File: src/rtl/scroll_pkg.sv
// Shared constants and types for the scroll/address unit.
// Assumes the fixed 15-bit field layout described in the brief.
package scroll_pkg;
    localparam int ADDR_W = 15;
    localparam int FINE_W = 3;
    localparam int DATA_W = 8;
    localparam int OFFS_W = 3;

    localparam logic [OFFS_W-1:0] OFFS_CTRL = 3'd0;
    localparam logic [OFFS_W-1:0] OFFS_STAT = 3'd2;
    localparam logic [OFFS_W-1:0] OFFS_SCRL = 3'd5;
    localparam logic [OFFS_W-1:0] OFFS_ADDR = 3'd6;

    // Bits restored by the per-line horizontal copy.
    localparam logic [ADDR_W-1:0] HORIZ_MASK = 15'h041F;

    typedef logic [ADDR_W-1:0] vaddr_t;

    typedef enum logic [2:0] {
        WK_NONE,
        WK_CTRL,
        WK_SCRL_A,
        WK_SCRL_B,
        WK_ADDR_A,
        WK_ADDR_B
    } wr_kind_e;
endpackage

File: src/rtl/sau_decode.sv
// Register access decoder: turns a strobe, an offset and the phase bit
// into one write kind, plus a phase-clear pulse for a status read.
// Assumes read and write strobes are never both meant for the same offset.
module sau_decode
    import scroll_pkg::*;
(
    input  logic              wr,
    input  logic              rd,
    input  logic [OFFS_W-1:0] offs,
    input  logic              phase,
    output wr_kind_e          kind,
    output logic              clr_phase
);
    // Classify the current access.
    always_comb begin
        kind = WK_NONE;
        if (wr) begin
            case (offs)
                OFFS_CTRL: kind = WK_CTRL;
                OFFS_SCRL: kind = phase ? WK_SCRL_B : WK_SCRL_A;
                OFFS_ADDR: kind = phase ? WK_ADDR_B : WK_ADDR_A;
                default:   kind = WK_NONE;
            endcase
        end
    end

    // A status read clears the phase bit.
    always_comb clr_phase = rd && !wr && (offs == OFFS_STAT);
endmodule

File: src/rtl/sau_timing.sv
// Display timing decode: raises the full-copy and horizontal-copy strobes
// at fixed dots. Assumes that line, dot and pre-render come from the raster counters.
module sau_timing #(
    parameter int LINE_W    = 9,
    parameter int DOT_W     = 9,
    parameter int VIS_LINES = 240,
    parameter int HCOPY_DOT = 257,
    parameter int FCOPY_DOT = 304
) (
    input  logic              render_en,
    input  logic [LINE_W-1:0] scanline,
    input  logic [DOT_W-1:0]  dot,
    input  logic              prerender,
    output logic              full_copy,
    output logic              horiz_copy
);
    localparam logic [LINE_W-1:0] VIS_LIM = LINE_W'(VIS_LINES);
    localparam logic [DOT_W-1:0]  H_DOT   = DOT_W'(HCOPY_DOT);
    localparam logic [DOT_W-1:0]  F_DOT   = DOT_W'(FCOPY_DOT);

    logic line_active;

    // Lines on which the horizontal copy applies.
    always_comb line_active = prerender || (scanline < VIS_LIM);

    // Copy strobes, gated by rendering.
    always_comb begin
        full_copy  = render_en && prerender && (dot == F_DOT);
        horiz_copy = render_en && line_active && (dot == H_DOT);
    end
endmodule

File: src/rtl/sau_latch.sv
// Staging latch, fine offset and phase bit. Also presents the latch value
// after this cycle's write (t_next), which the live address uses when a
// second address byte arrives.
module sau_latch
    import scroll_pkg::*;
(
    input  logic              clk,
    input  logic              rst_n,
    input  wr_kind_e          kind,
    input  logic              clr_phase,
    input  logic [DATA_W-1:0] wdata,
    output vaddr_t            t_q,
    output vaddr_t            t_next,
    output logic [FINE_W-1:0] fine_x,
    output logic              phase
);
    logic [FINE_W-1:0] x_next;

    // Place the write data into the latch fields for each write kind.
    always_comb begin
        t_next = t_q;
        x_next = fine_x;
        case (kind)
            WK_CTRL:   t_next[11:10] = wdata[1:0];
            WK_SCRL_A: begin
                x_next      = wdata[2:0];
                t_next[4:0] = wdata[7:3];
            end
            WK_SCRL_B: begin
                t_next[14:12] = wdata[2:0];
                t_next[9:5]   = wdata[7:3];
            end
            WK_ADDR_A: begin
                t_next[14]   = 1'b0;
                t_next[13:8] = wdata[5:0];
            end
            WK_ADDR_B: t_next[7:0] = wdata;
            default:   ;
        endcase
    end

    // Register the latch, the fine offset and the phase bit.
    always_ff @(posedge clk) begin
        if (!rst_n) begin
            t_q    <= '0;
            fine_x <= '0;
            phase  <= 1'b0;
        end else begin
            t_q    <= t_next;
            fine_x <= x_next;
            if (kind inside {WK_SCRL_A, WK_SCRL_B, WK_ADDR_A, WK_ADDR_B})
                phase <= !phase;
            else if (clr_phase)
                phase <= 1'b0;
        end
    end
endmodule

File: src/rtl/sau_vaddr.sv
// Live address register. Priority, highest first: second address byte,
// full-frame copy, per-line horizontal copy. Copies use the latch as it
// was before this cycle's write.
module sau_vaddr
    import scroll_pkg::*;
(
    input  logic   clk,
    input  logic   rst_n,
    input  logic   load_all,
    input  vaddr_t t_next,
    input  vaddr_t t_q,
    input  logic   full_copy,
    input  logic   horiz_copy,
    output vaddr_t v_q
);
    // Select the next live address and register it.
    always_ff @(posedge clk) begin
        if (!rst_n)
            v_q <= '0;
        else if (load_all)
            v_q <= t_next;
        else if (full_copy)
            v_q <= t_q;
        else if (horiz_copy)
            v_q <= (v_q & ~HORIZ_MASK) | (t_q & HORIZ_MASK);
    end
endmodule

File: src/rtl/scroll_addr_unit.sv
// Top level of the scroll and video address unit. It connects the access
// decoder, the raster timing decode, the staging latch and the live address.
module scroll_addr_unit
    import scroll_pkg::*;
#(
    parameter int LINE_W    = 9,
    parameter int DOT_W     = 9,
    parameter int VIS_LINES = 240,
    parameter int HCOPY_DOT = 257,
    parameter int FCOPY_DOT = 304
) (
    input  logic              clk,
    input  logic              rst_n,
    input  logic              cpu_wr,
    input  logic              cpu_rd,
    input  logic [2:0]        cpu_offs,
    input  logic [7:0]        cpu_wdata,
    input  logic              render_en,
    input  logic [LINE_W-1:0] scanline,
    input  logic [DOT_W-1:0]  dot,
    input  logic              prerender,
    output logic [14:0]       vaddr_o,
    output logic [2:0]        fine_x_o
);
    wr_kind_e kind;
    logic     clr_phase;
    logic     tog_w;
    logic     full_copy;
    logic     horiz_copy;
    vaddr_t   t_q;
    vaddr_t   t_next;
    vaddr_t   v_q;

    sau_decode u_dec (
        .wr(cpu_wr), .rd(cpu_rd), .offs(cpu_offs), .phase(tog_w),
        .kind(kind), .clr_phase(clr_phase)
    );

    sau_timing #(
        .LINE_W(LINE_W), .DOT_W(DOT_W), .VIS_LINES(VIS_LINES),
        .HCOPY_DOT(HCOPY_DOT), .FCOPY_DOT(FCOPY_DOT)
    ) u_tim (
        .render_en(render_en), .scanline(scanline), .dot(dot),
        .prerender(prerender), .full_copy(full_copy), .horiz_copy(horiz_copy)
    );

    sau_latch u_lat (
        .clk(clk), .rst_n(rst_n), .kind(kind), .clr_phase(clr_phase),
        .wdata(cpu_wdata), .t_q(t_q), .t_next(t_next),
        .fine_x(fine_x_o), .phase(tog_w)
    );

    sau_vaddr u_v (
        .clk(clk), .rst_n(rst_n), .load_all(kind == WK_ADDR_B),
        .t_next(t_next), .t_q(t_q), .full_copy(full_copy),
        .horiz_copy(horiz_copy), .v_q(v_q)
    );

    // Drive the live address output.
    always_comb vaddr_o = v_q;
endmodule

File: config.mk
export PLATFORM = sky130hd
export DESIGN_NAME = scroll_addr_unit
export DESIGN_NICKNAME = d
export VERILOG_FILES = /design/src/rtl/scroll_pkg.sv /design/src/rtl/sau_decode.sv /design/src/rtl/sau_timing.sv /design/src/rtl/sau_latch.sv /design/src/rtl/sau_vaddr.sv /design/src/rtl/scroll_addr_unit.sv
export SDC_FILE = /design/constraint.sdc
export NUM_CORES = 1
export LEC_CHECK = 0
export CAP_MARGIN = 20
export CORE_UTILIZATION = 55
export CTS_CLUSTER_DIAMETER = 100
export CTS_CLUSTER_SIZE = 28
export DETAILED_ROUTE_END_ITERATION = 10
export DONT_BUFFER_PORTS = 1
export GPL_ROUTABILITY_DRIVEN = 0
export GPL_TIMING_DRIVEN = 0
export PLACE_DENSITY = 0.79
export SYNTH_ARGS = -nofsm -noshare
export SYNTH_HDL_FRONTEND = slang
export SYNTH_SLANG_ARGS = --single-unit
File: constraint.sdc
create_clock -name clk -period 1.95 [get_ports clk]
set_input_delay 0.4875 -clock clk [delete_from_list [all_inputs] [get_ports clk]]
set_output_delay 0.4875 -clock clk [all_outputs]
set_load 0.01 [all_outputs]
==> flow_summary_export.csv, run 1 <==
group,metric,value,unit
global_routing,grt_start_max_net_pins,11,
timing,slew_viol_final,0,
power,p_total,1.23,mW
floorplanning,die_y,58.9,um
routing,drtAntennaViolNets,0,
global_routing,grt_overflow_total,0,
routing,drtIter0Drc,66,
critical_path,crit_chain,"buf_2, buf_1, o21ai_0, o211ai_1, o22ai_1",
job,max-cap-violations,0,
synth,yosys-top-cells-area,"dfxtp_1 (38%), mux2i_1 (5.6%), a21oi_1 (5.3%)",
critical_path,critPathMaxFanout,10,
place,port_buffers,0,
timing,grt_setup_unrepaired,"no",
routing,drt_first_pass_iters,5,
synth,postSynthCellCount,212,
final_layout,seq_area,681,um^2
synth,ys_async_sr_fraction,0,
critical_path,worstPathArrival,1.87,ns
place,dp_hpwl,3.01,mm
timing,hold_viol_final,0,
synth,yosysTopAreaCellShare,0.382,
floorplanning,start_util,0.584,
cts,clk_pin_slew,0.10,ns
synth,syn_avg_cell_area,8.41,um^2
power,leakage,0.780,nW
critical_path,critPathTopFamily,"buffers and inverters",
floorplanning,die_width,58.9,um
routing,via_count,1601,
floorplanning,top_level_ports,53,
timing,finalCritPeriodShare,0.844,
synth,synth.ff_latch_count,34,
power,power_density,649,nW/um^2
critical_path,critPathCaptureType,"flop",
routing,route.detailed.drc,0,
cts,cts_buffer_depth,2,
floorplanning,die-area,3470,um^2
final_layout,drive_above_1_share,0.100,
place,dpl-instance-area,1840,um^2
timing,relSlewSlack,0.607,
synth,syn-num-nets,247,
final_layout,num-fill-cells,304,
synth,synth_top_cell_by_area,"dfxtp_1",
cts,cts.sink_count,34,
final_layout,areaGrowthSynthToFinish,6.46,%
cts,cts_setup_buffers,0,
final_layout,fin_nets,254,
timing,worst_slew_pin_slew,0.581,ns
routing,wire_per_inst,16.0,um
worst_hold_path,hp-class,"primary input to flop",
timing,fin_hold_ws,0.265,ns
cts,numCtsBuffers,5,
synth,synth.most_common_cell,"dfxtp_1",
cts,ctsHoldBuffers,0,
cts,tritoncts,"yes",
synth,synth_edf_count,0,
floorplanning,core_area,3050,um^2
critical_path,slowest_stage,"buf_1",
routing,via_per_inst,6.06,
global_routing,grt_antenna_before_repair,0,
cts,h-tree-depth,2,
timing,fin_setup_tns,0,ns
final_layout,multi_input_area,983,um^2
power,ir_drop,594,uV
place,place_ws,0.0693,ns
timing,fmax,0.608,GHz
synth,synthTopCellsByCount,"dfxtp_1 (34), nand2_1 (22), a21oi_1 (19), nor2_1 (15)",
final_layout,diodes,0,
global_routing,grt_pass1_wl,6.72,mm
global_routing,grt_usage,0.262,
critical_path,worst_setup_path_start_kind,"flop",
critical_path,path_class,"flop to flop",
synth,yosysWarnings,0,
floorplanning,rows,20,
timing,final.setup.worst_slack,0.305,ns
critical_path,critPathBufInv,2,
synth,synth_seq_area_share,0.382,
final_layout,final_util,0.622,
global_routing,grt_pass1_vias,1493,
synth,post_synth_num_cell_types,39,
routing,drt_wl_total,4.21,mm
timing,min_period,1.65,ns
synth,synth_ff_type,"dfxtp_1",
timing,finClkSkew,0.00778,ns
place,place_inst,256,
timing,setup_viol,0,
synth,synth_area,1780,um^2
final_layout,design_area,1900,um^2
outcome,status,"completed",
cts,clk_latency,0.35,ns
critical_path,max_stage_delay,0.40,ns
cts,ctsResizeCount,0,
cts,clock_tree.root_cell,"clkbuf_4",
final_layout,fin_cells,264,
critical_path,crit_required,2.17,ns
-- cell type report --
cell class | instances | share of cell area
inverter | 6 | 0.0119
sequential | 34 | 0.359
multi-input combinational | 154 | 0.518
clock buffer | 7 | 0.0290
clock inverter | 1 | 0.00264
buffer | 18 | 0.0508
tap | 44 | 0.0290
-- sequential cells by signal, indices dropped and copies added (netlist names) --
name and cells:
u_lat.t_q 15, u_lat.fine_x 3, u_v.v_q 15, u_lat.phase 1
-- final timing paths --
| path | to | cells past startpoint | from | slack (ns) |
|---|---|---|---|---|
| worst max-delay path | u_v.v_q[13]$_SDFFE_PN0P_ | 5 | u_lat.phase$_SDFFE_PN0P_ | 0.30 |
| worst min-delay path | u_lat.fine_x[0]$_SDFFE_PN0N_ | 2 | cpu_wdata[0] | 0.26 |
| worst max register to register | u_v.v_q[13]$_SDFFE_PN0P_ | 5 | u_lat.phase$_SDFFE_PN0P_ | 0.30 |
| worst min register to register | u_v.v_q[10]$_SDFFE_PN0P_ | 2 | u_lat.t_q[10]$_SDFF_PN0_ | 0.48 |
-- where the power goes --
| part | total, mW | switching [mW] | internal, mW |
|---|---|---|---|
| Sequential | 0.710 | 0.00703 | 0.703 |
| Combinational | 0.109 | 0.0659 | 0.0436 |
| Clock | 0.412 | 0.238 | 0.175 |
-- cells by family (layout without fill, tap and decap cells) --
group | count (synthesis) | after routing | synth area share
flip-flops | 34 | 34 | 0.382
AO/OA/AOI/OAI | 67 | 67 | 0.236
XOR/XNOR | 1 | 1 | 0.00491
AND/OR/NAND/NOR | 71 | 71 | 0.213
multiplexers | 15 | 15 | 0.0982
buffers and inverters | 24 | 32 | 0.0667
-- metal layers --
layer / up-vias / track usage / share of wire
met5: - / 0 / 0
met4: 0 / 0.122 / 0.018
met2: 58 / 0.419 / 0.47
met1: 744 / 0.335 / 0.43
li1: 790 / - / -
met3: 9 / 0.0571 / 0.074
-- cell usage in the layout (no fill, tap or decap), types with 2 or more instances in the layout --
master / Yosys / final
and4b_1: 3 / 3
nand3_1: 12 / 12
nor4b_1: 3 / 3
o211ai_1: 3 / 3
nand2_1: 22 / 22
dfxtp_1: 34 / 34
mux2i_1: 10 / 10
nor2_1: 15 / 15
and3_1: 2 / 2
buf_4: 2 / 2
a21oi_1: 19 / 19
a21o_1: 5 / 5
buf_6: 2 / 2
mux2_4: 5 / 5
buf_2: 4 / 4
clkbuf_4: 0 / 5
o21ai_0: 12 / 12
a211oi_1: 2 / 2
a31oi_1: 8 / 8
o22ai_1: 6 / 6
and2_1: 7 / 7
inv_1: 6 / 6
clkbuf_1: 8 / 9
o221ai_1: 6 / 6
No activity file was read; power rests on OpenSTA's default activity.
==> inputs of run 2 (changes only) <==
--- a/config.mk
+++ b/config.mk
@@ -13,7 +13,7 @@
 export DONT_BUFFER_PORTS = 1
 export GPL_ROUTABILITY_DRIVEN = 0
 export GPL_TIMING_DRIVEN = 0
-export PLACE_DENSITY = 0.79
+export PLACE_DENSITY = 0.82
 export SYNTH_ARGS = -nofsm -noshare
 export SYNTH_HDL_FRONTEND = slang
 export SYNTH_SLANG_ARGS = --single-unit
==> constraint.sdc (replaced) <==
create_clock -name clk -period 1.49 [get_ports clk]
set_input_delay 0.3725 -clock clk [delete_from_list [all_inputs] [get_ports clk]]
set_output_delay 0.3725 -clock clk [all_outputs]
set_load 0.01 [all_outputs]
==> run 2 against run 1 <==
  * Maximum frequency rose by 23%
  * Clock skew about the same
  * Final cell count is 0.76% lower
  * Sequential share of layout area shrank 0.79 points
  * Setup slack got worse by 0.16 ns
  * Via count is 0.94% higher
  * Global-route usage decreased by 0.94 points
  * Non-clock buffer count down 2
==> flow_summary_export.csv, run 2 (synthesized netlist as in run 1, its figures left out) <==
group,metric,value,unit
final_layout,areaGrowthSynthToFinish,8.84,%
place,port_buffers,0,
floorplanning,die_y,58.9,um
critical_path,crit_required,1.72,ns
power,ir_drop,682,uV
routing,drtIter0Drc,78,
cts,clk_pin_slew,0.10,ns
timing,finalCritPeriodShare,0.901,
critical_path,crit_chain,"buf_4, nand2_4, o31a_1, buf_6, mux2_4",
critical_path,critPathCaptureType,"flop",
floorplanning,die_width,58.9,um
power,p_total,1.73,mW
timing,min_period,1.34,ns
routing,via_per_inst,6.17,
timing,slew_viol_final,0,
routing,via_count,1616,
timing,fmax,0.745,GHz
worst_hold_path,hp-start,"cpu_wdata[1]",
final_layout,diodes,0,
final_layout,drive_above_1_share,0.106,
final_layout,seq_area,681,um^2
critical_path,worstPathArrival,1.57,ns
job,max-cap-violations,0,
global_routing,grt_start_max_net_pins,20,
power,power_density,892,nW/um^2
cts,numCtsBuffers,5,
floorplanning,rows,20,
final_layout,top_regs,"u_lat.t_q x15, u_v.v_q x15, u_lat.fine_x x3",
power,leakage,0.804,nW
global_routing,grt_overflow_total,0,
routing,drtAntennaViolNets,0,
timing,grt_setup_unrepaired,"no",
critical_path,r2r_end,"u_v.v_q[4]$_SDFFE_PN0P_",
final_layout,multi_input_area,997,um^2
cts,h-tree-depth,2,
critical_path,r2r_cells,5,
floorplanning,die-area,3470,um^2
worst_hold_path,hp-class,"primary input to flop",
timing,setup_viol,0,
timing,hold_viol_final,0,
timing,fin_hold_ws,0.167,ns
critical_path,worst_setup_path_start_kind,"flop",
cts,clk_latency,0.33,ns
final_layout,design_area,1940,um^2
floorplanning,core_area,3050,um^2
final_layout,final_cell_mix,"dfxtp_1 (34), nand2_1 (21), a21oi_1 (19)",
timing,finClkSkew,0.00791,ns
routing,route.detailed.drc,0,
critical_path,slowest_stage,"dfxtp_1",
cts,ctsHoldBuffers,0,
floorplanning,start_util,0.584,
worst_hold_path,holdPathEnd,"u_lat.fine_x[1]$_SDFFE_PN0N_",
global_routing,grt_antenna_before_repair,0,
critical_path,max_stage_delay,0.36,ns
cts,cts_buffer_depth,2,
routing,drt_wl_total,4.08,mm
worst_hold_path,holdPathStages,2,
floorplanning,top_level_ports,53,
final_layout,num-fill-cells,272,
critical_path,critPathTopFamily,"buffers and inverters",
final_layout,fin_nets,252,
cts,clock_tree.root_cell,"clkbuf_4",
cts,tritoncts,"yes",
critical_path,critPathBufInv,2,
critical_path,critPathMaxFanout,19,
cts,cts.sink_count,34,
place,dpl-instance-area,1860,um^2
global_routing,grt_usage,0.252,
place,dp_hpwl,3.03,mm
timing,worst_slew_pin_slew,0.433,ns
routing,drt_first_pass_iters,4,
timing,relSlewSlack,0.712,
global_routing,grt_pass1_vias,1521,
routing,wire_per_inst,15.6,um
outcome,status,"completed",
critical_path,path_class,"flop to flop",
critical_path,r2r_start,"u_lat.phase$_SDFFE_PN0P_",
final_layout,final_common_cell,"dfxtp_1",
global_routing,grt_pass1_wl,6.60,mm
critical_path,timing.reg2reg.setup_slack,0.15,ns
==> run 2: routing by layer <==
layer / vias up / global-route usage / wire (um)
li1: 786 / - / -
met1: 759 / 0.310 / 1800
met2: 64 / 0.422 / 1920
met3: 7 / 0.0593 / 324
met4: 0 / 0.105 / 45
met5: - / 0 / 0
==> run 2: timing repair <==
action	CTS	global route
setup buffers	0	0
pin swaps	0	0
gates resized for setup	0	3
setup endpoints to repair	9	11
==> run 2: worst max path at each step <==
stage,from,slack [ns],cells after the start,end
floorplan,cpu_wr,-0.06,7,u_v.v_q[0]$_SDFFE_PN0P_
global placement,cpu_offs[0],-0.21,5,u_v.v_q[11]$_SDFFE_PN0P_
detailed placement,cpu_offs[0],-0.22,5,u_v.v_q[11]$_SDFFE_PN0P_
CTS,u_lat.phase$_SDFFE_PN0P_,0.04,5,u_v.v_q[2]$_SDFFE_PN0P_
global route,u_lat.phase$_SDFFE_PN0P_,0.02,5,u_v.v_q[13]$_SDFFE_PN0P_
finish,u_lat.phase$_SDFFE_PN0P_,0.15,5,u_v.v_q[4]$_SDFFE_PN0P_
==> run 2: area by class of cell <==
| type | count | share of cell area |
|---|---|---|
| buffer | 16 | 0.0567 |
| clock buffer | 7 | 0.0232 |
| clock inverter | 1 | 0.0155 |
| inverter | 6 | 0.0116 |
| multi-input combinational | 154 | 0.514 |
| sequential | 34 | 0.351 |
| tap | 44 | 0.0284 |
==> run 2: per-stage QoR <==
step | instances | utilization | setup slack [ns] | setup TNS [ns]
floorplan | 212 | - | -0.0618 | -0.309
global placement | 256 | 0.611 | -0.206 | -1.85
detailed placement | 256 | 0.611 | -0.224 | -1.91
CTS | 263 | 0.634 | 0.0447 | 0
global route | 262 | 0.636 | 0.0225 | 0
finish | 262 | 0.636 | 0.148 | 0
==> run 2: where the power goes <==
group | switching [mW] | internal (mW) | total (mW)
logic | 0.0871 | 0.0621 | 0.149
clock network | 0.296 | 0.356 | 0.652
registers | 0.00929 | 0.921 | 0.930
==> inputs of run 3 (changes only) <==
--- a/config.mk
+++ b/config.mk
@@ -6,6 +6,7 @@
 export NUM_CORES = 1
 export LEC_CHECK = 0
 export CAP_MARGIN = 20
+export CORE_ASPECT_RATIO = 0.75
 export CORE_UTILIZATION = 55
 export CTS_CLUSTER_DIAMETER = 100
 export CTS_CLUSTER_SIZE = 28
==> run 3 against run 2 <==
  * Global-route usage increased by 1.7 points
  * Hold slack improved by 0.049 ns
  * Critical path depth is the same
  * Final cell count decreased by 1.5%
  * Critical path type unchanged
  * Largest power group unchanged
==> flow_summary_export.csv, run 3 (synthesized netlist as in run 1, its figures left out) <==
group,metric,value,unit
job,max-cap-violations,0,
final_layout,areaGrowthSynthToFinish,10.3,%
final_layout,diodes,0,
final_layout,drive_above_1_share,0.123,
place,port_buffers,0,
timing,final.setup.worst_slack,0.101,ns
global_routing,grt_overflow_total,0,
worst_hold_path,hp-class,"primary input to flop",
cts,clock_tree.root_cell,"clkbuf_8",
timing,worst_slew_pin_slew,0.466,ns
place,place_ws,-0.159,ns
routing,drtAntennaViolNets,0,
floorplanning,die_y,51.3,um
global_routing,grt_antenna_before_repair,0,
timing,setup_viol,0,
final_layout,num-fill-cells,268,
global_routing,grt_pass1_wl,6.77,mm
outcome,status,"completed",
place,dpl-instance-area,1860,um^2
critical_path,worst_setup_path_start_kind,"flop",
cts,tritoncts,"yes",
routing,via_count,1620,
power,power_density,909,nW/um^2
routing,drt_wl_total,4.29,mm
routing,wire_per_inst,16.6,um
timing,fmax,0.720,GHz
cts,h-tree-depth,2,
worst_hold_path,holdPathStages,2,
cts,clk_latency,0.29,ns
final_layout,final_cell_mix,"dfxtp_1 (34), nand2_1 (21), a21oi_1 (19)",
global_routing,grt_use_met3,0.0960,
critical_path,critPathMaxFanout,10,
critical_path,r2r_end,"u_v.v_q[13]$_SDFFE_PN0P_",
timing,finClkSkew,0.00318,ns
final_layout,design_area,1970,um^2
routing,route.detailed.drc,0,
final_layout,fin_nets,254,
cts,cts.sink_count,34,
cts,numCtsBuffers,5,
critical_path,r2r_start,"u_lat.phase$_SDFFE_PN0P_",
final_layout,multi_input_area,1000,um^2
final_layout,top_regs,"u_lat.t_q x15, u_v.v_q x15, u_lat.fine_x x3",
final_layout,final_common_cell,"dfxtp_1",
floorplanning,core_area,3020,um^2
global_routing,grt.met2_usage,0.381,
power,p_total,1.79,mW
floorplanning,die_width,67.7,um
worst_hold_path,hp-start,"cpu_wdata[2]",
worst_hold_path,holdPathEnd,"u_lat.fine_x[2]$_SDFFE_PN0N_",
critical_path,critPathCaptureType,"flop",
floorplanning,start_util,0.590,
floorplanning,rows,17,
timing,min_period,1.39,ns
timing,hold_viol_final,0,
routing,drtIter0Drc,168,
power,ir_drop,591,uV
routing,drt_first_pass_iters,4,
critical_path,timing.reg2reg.setup_slack,0.10,ns
global_routing,grt-busiest-layer,"met2",
critical_path,crit_required,1.66,ns
timing,relSlewSlack,0.689,
cts,clk_pin_slew,0.07,ns
routing,via_per_inst,6.28,
critical_path,r2r_cells,5,
timing,slew_viol_final,0,
final_layout,seq_area,681,um^2
global_routing,grt_usage,0.270,
global_routing,grt_start_max_net_pins,11,
global_routing,use_met1,0.371,
floorplanning,die-area,3480,um^2
place,dp_hpwl,3.00,mm
floorplanning,top_level_ports,53,
cts,cts_setup_buffers,0,
timing,finalCritPeriodShare,0.932,
global_routing,grt_pass1_vias,1474,
power,leakage,0.821,nW
cts,cts_buffer_depth,2,
critical_path,path_class,"flop to flop",
critical_path,worstPathArrival,1.56,ns
==> run 3: changes by cell type in the layout (fill, tap and decap cells not counted) <==
| cell | change |
|---|---|
| buf_4 | -1 |
| bufinv_16 | -1 |
| clkbuf_1 | -1 |
| clkbuf_2 | +1 |
| clkbuf_4 | -3 |
| clkbuf_8 | +6 |
| clkinv_2 | +1 |
| nand3_1 | -1 |
| nand3_2 | +1 |
==> run 3: through the flow <==
step / TNS (ns) / cells / hold slack (ns) / utilization
6_report: 0 / 258 / 0.216 / 0.651
5_1_grt: -0.00256 / 258 / 0.205 / 0.651
3_5_place_dp: -2.20 / 250 / 0.469 / 0.615
3_3_place_gp: -2.20 / 250 / 0.466 / 0.615
2_1_floorplan: -0.309 / 212 / 0.434 / -
4_1_cts: 0 / 258 / 0.212 / 0.645
==> run 3: cell type report <==
cell class                      instances  area share
Buffer                                 18      0.0623
Clock buffer                            7      0.0439
Clock inverter                          1     0.00254
Inverter                                6      0.0115
Multi-Input combinational cell        154       0.510
Sequential cell                        34       0.346
Tap cell                               38      0.0242
==> run 3: power breakdown <==
group	total (mW)	switching, mW	internal [mW]
logic	0.153	0.0893	0.0641
clock network	0.705	0.332	0.373
registers	0.930	0.00949	0.921
total	1.79	0.431	1.36
==> run 3: worst max path at each step <==
stage | start | to
global route | u_lat.phase$_SDFFE_PN0P_ | u_lat.t_q[5]$_SDFF_PN0_
finish | u_lat.phase$_SDFFE_PN0P_ | u_v.v_q[13]$_SDFFE_PN0P_
floorplan | cpu_wr | u_v.v_q[0]$_SDFFE_PN0P_
global placement | cpu_wr | u_v.v_q[11]$_SDFFE_PN0P_
CTS | u_lat.phase$_SDFFE_PN0P_ | u_v.v_q[14]$_SDFFE_PN0P_
detailed placement | u_lat.phase$_SDFFE_PN0P_ | u_v.v_q[14]$_SDFFE_PN0P_
==> run 3: critical path, cell delays in order (launching register included) <==
cell and delay [ns]:
dfxtp_1 0.37, clkbuf_4 0.22, clkbuf_4 0.23, o21ai_0 0.11
o211ai_1 0.23, o22ai_1 0.10
==> run 3: routing by layer <==
layer  up-vias  wire (um)
met3         8        532
met2        83       1850
li1        788          -
met4         0         58
met1       741       1850
met5         -          0
==> run 3: timing repair <==
action | 4_1_cts | 5_1_grt
hold buffers | 0 | 0
endpoints found under the hold margin | 0 | 0
resized for setup | 1 | 6
gates cloned | 0 | 0
setup endpoints to repair | 12 | 7
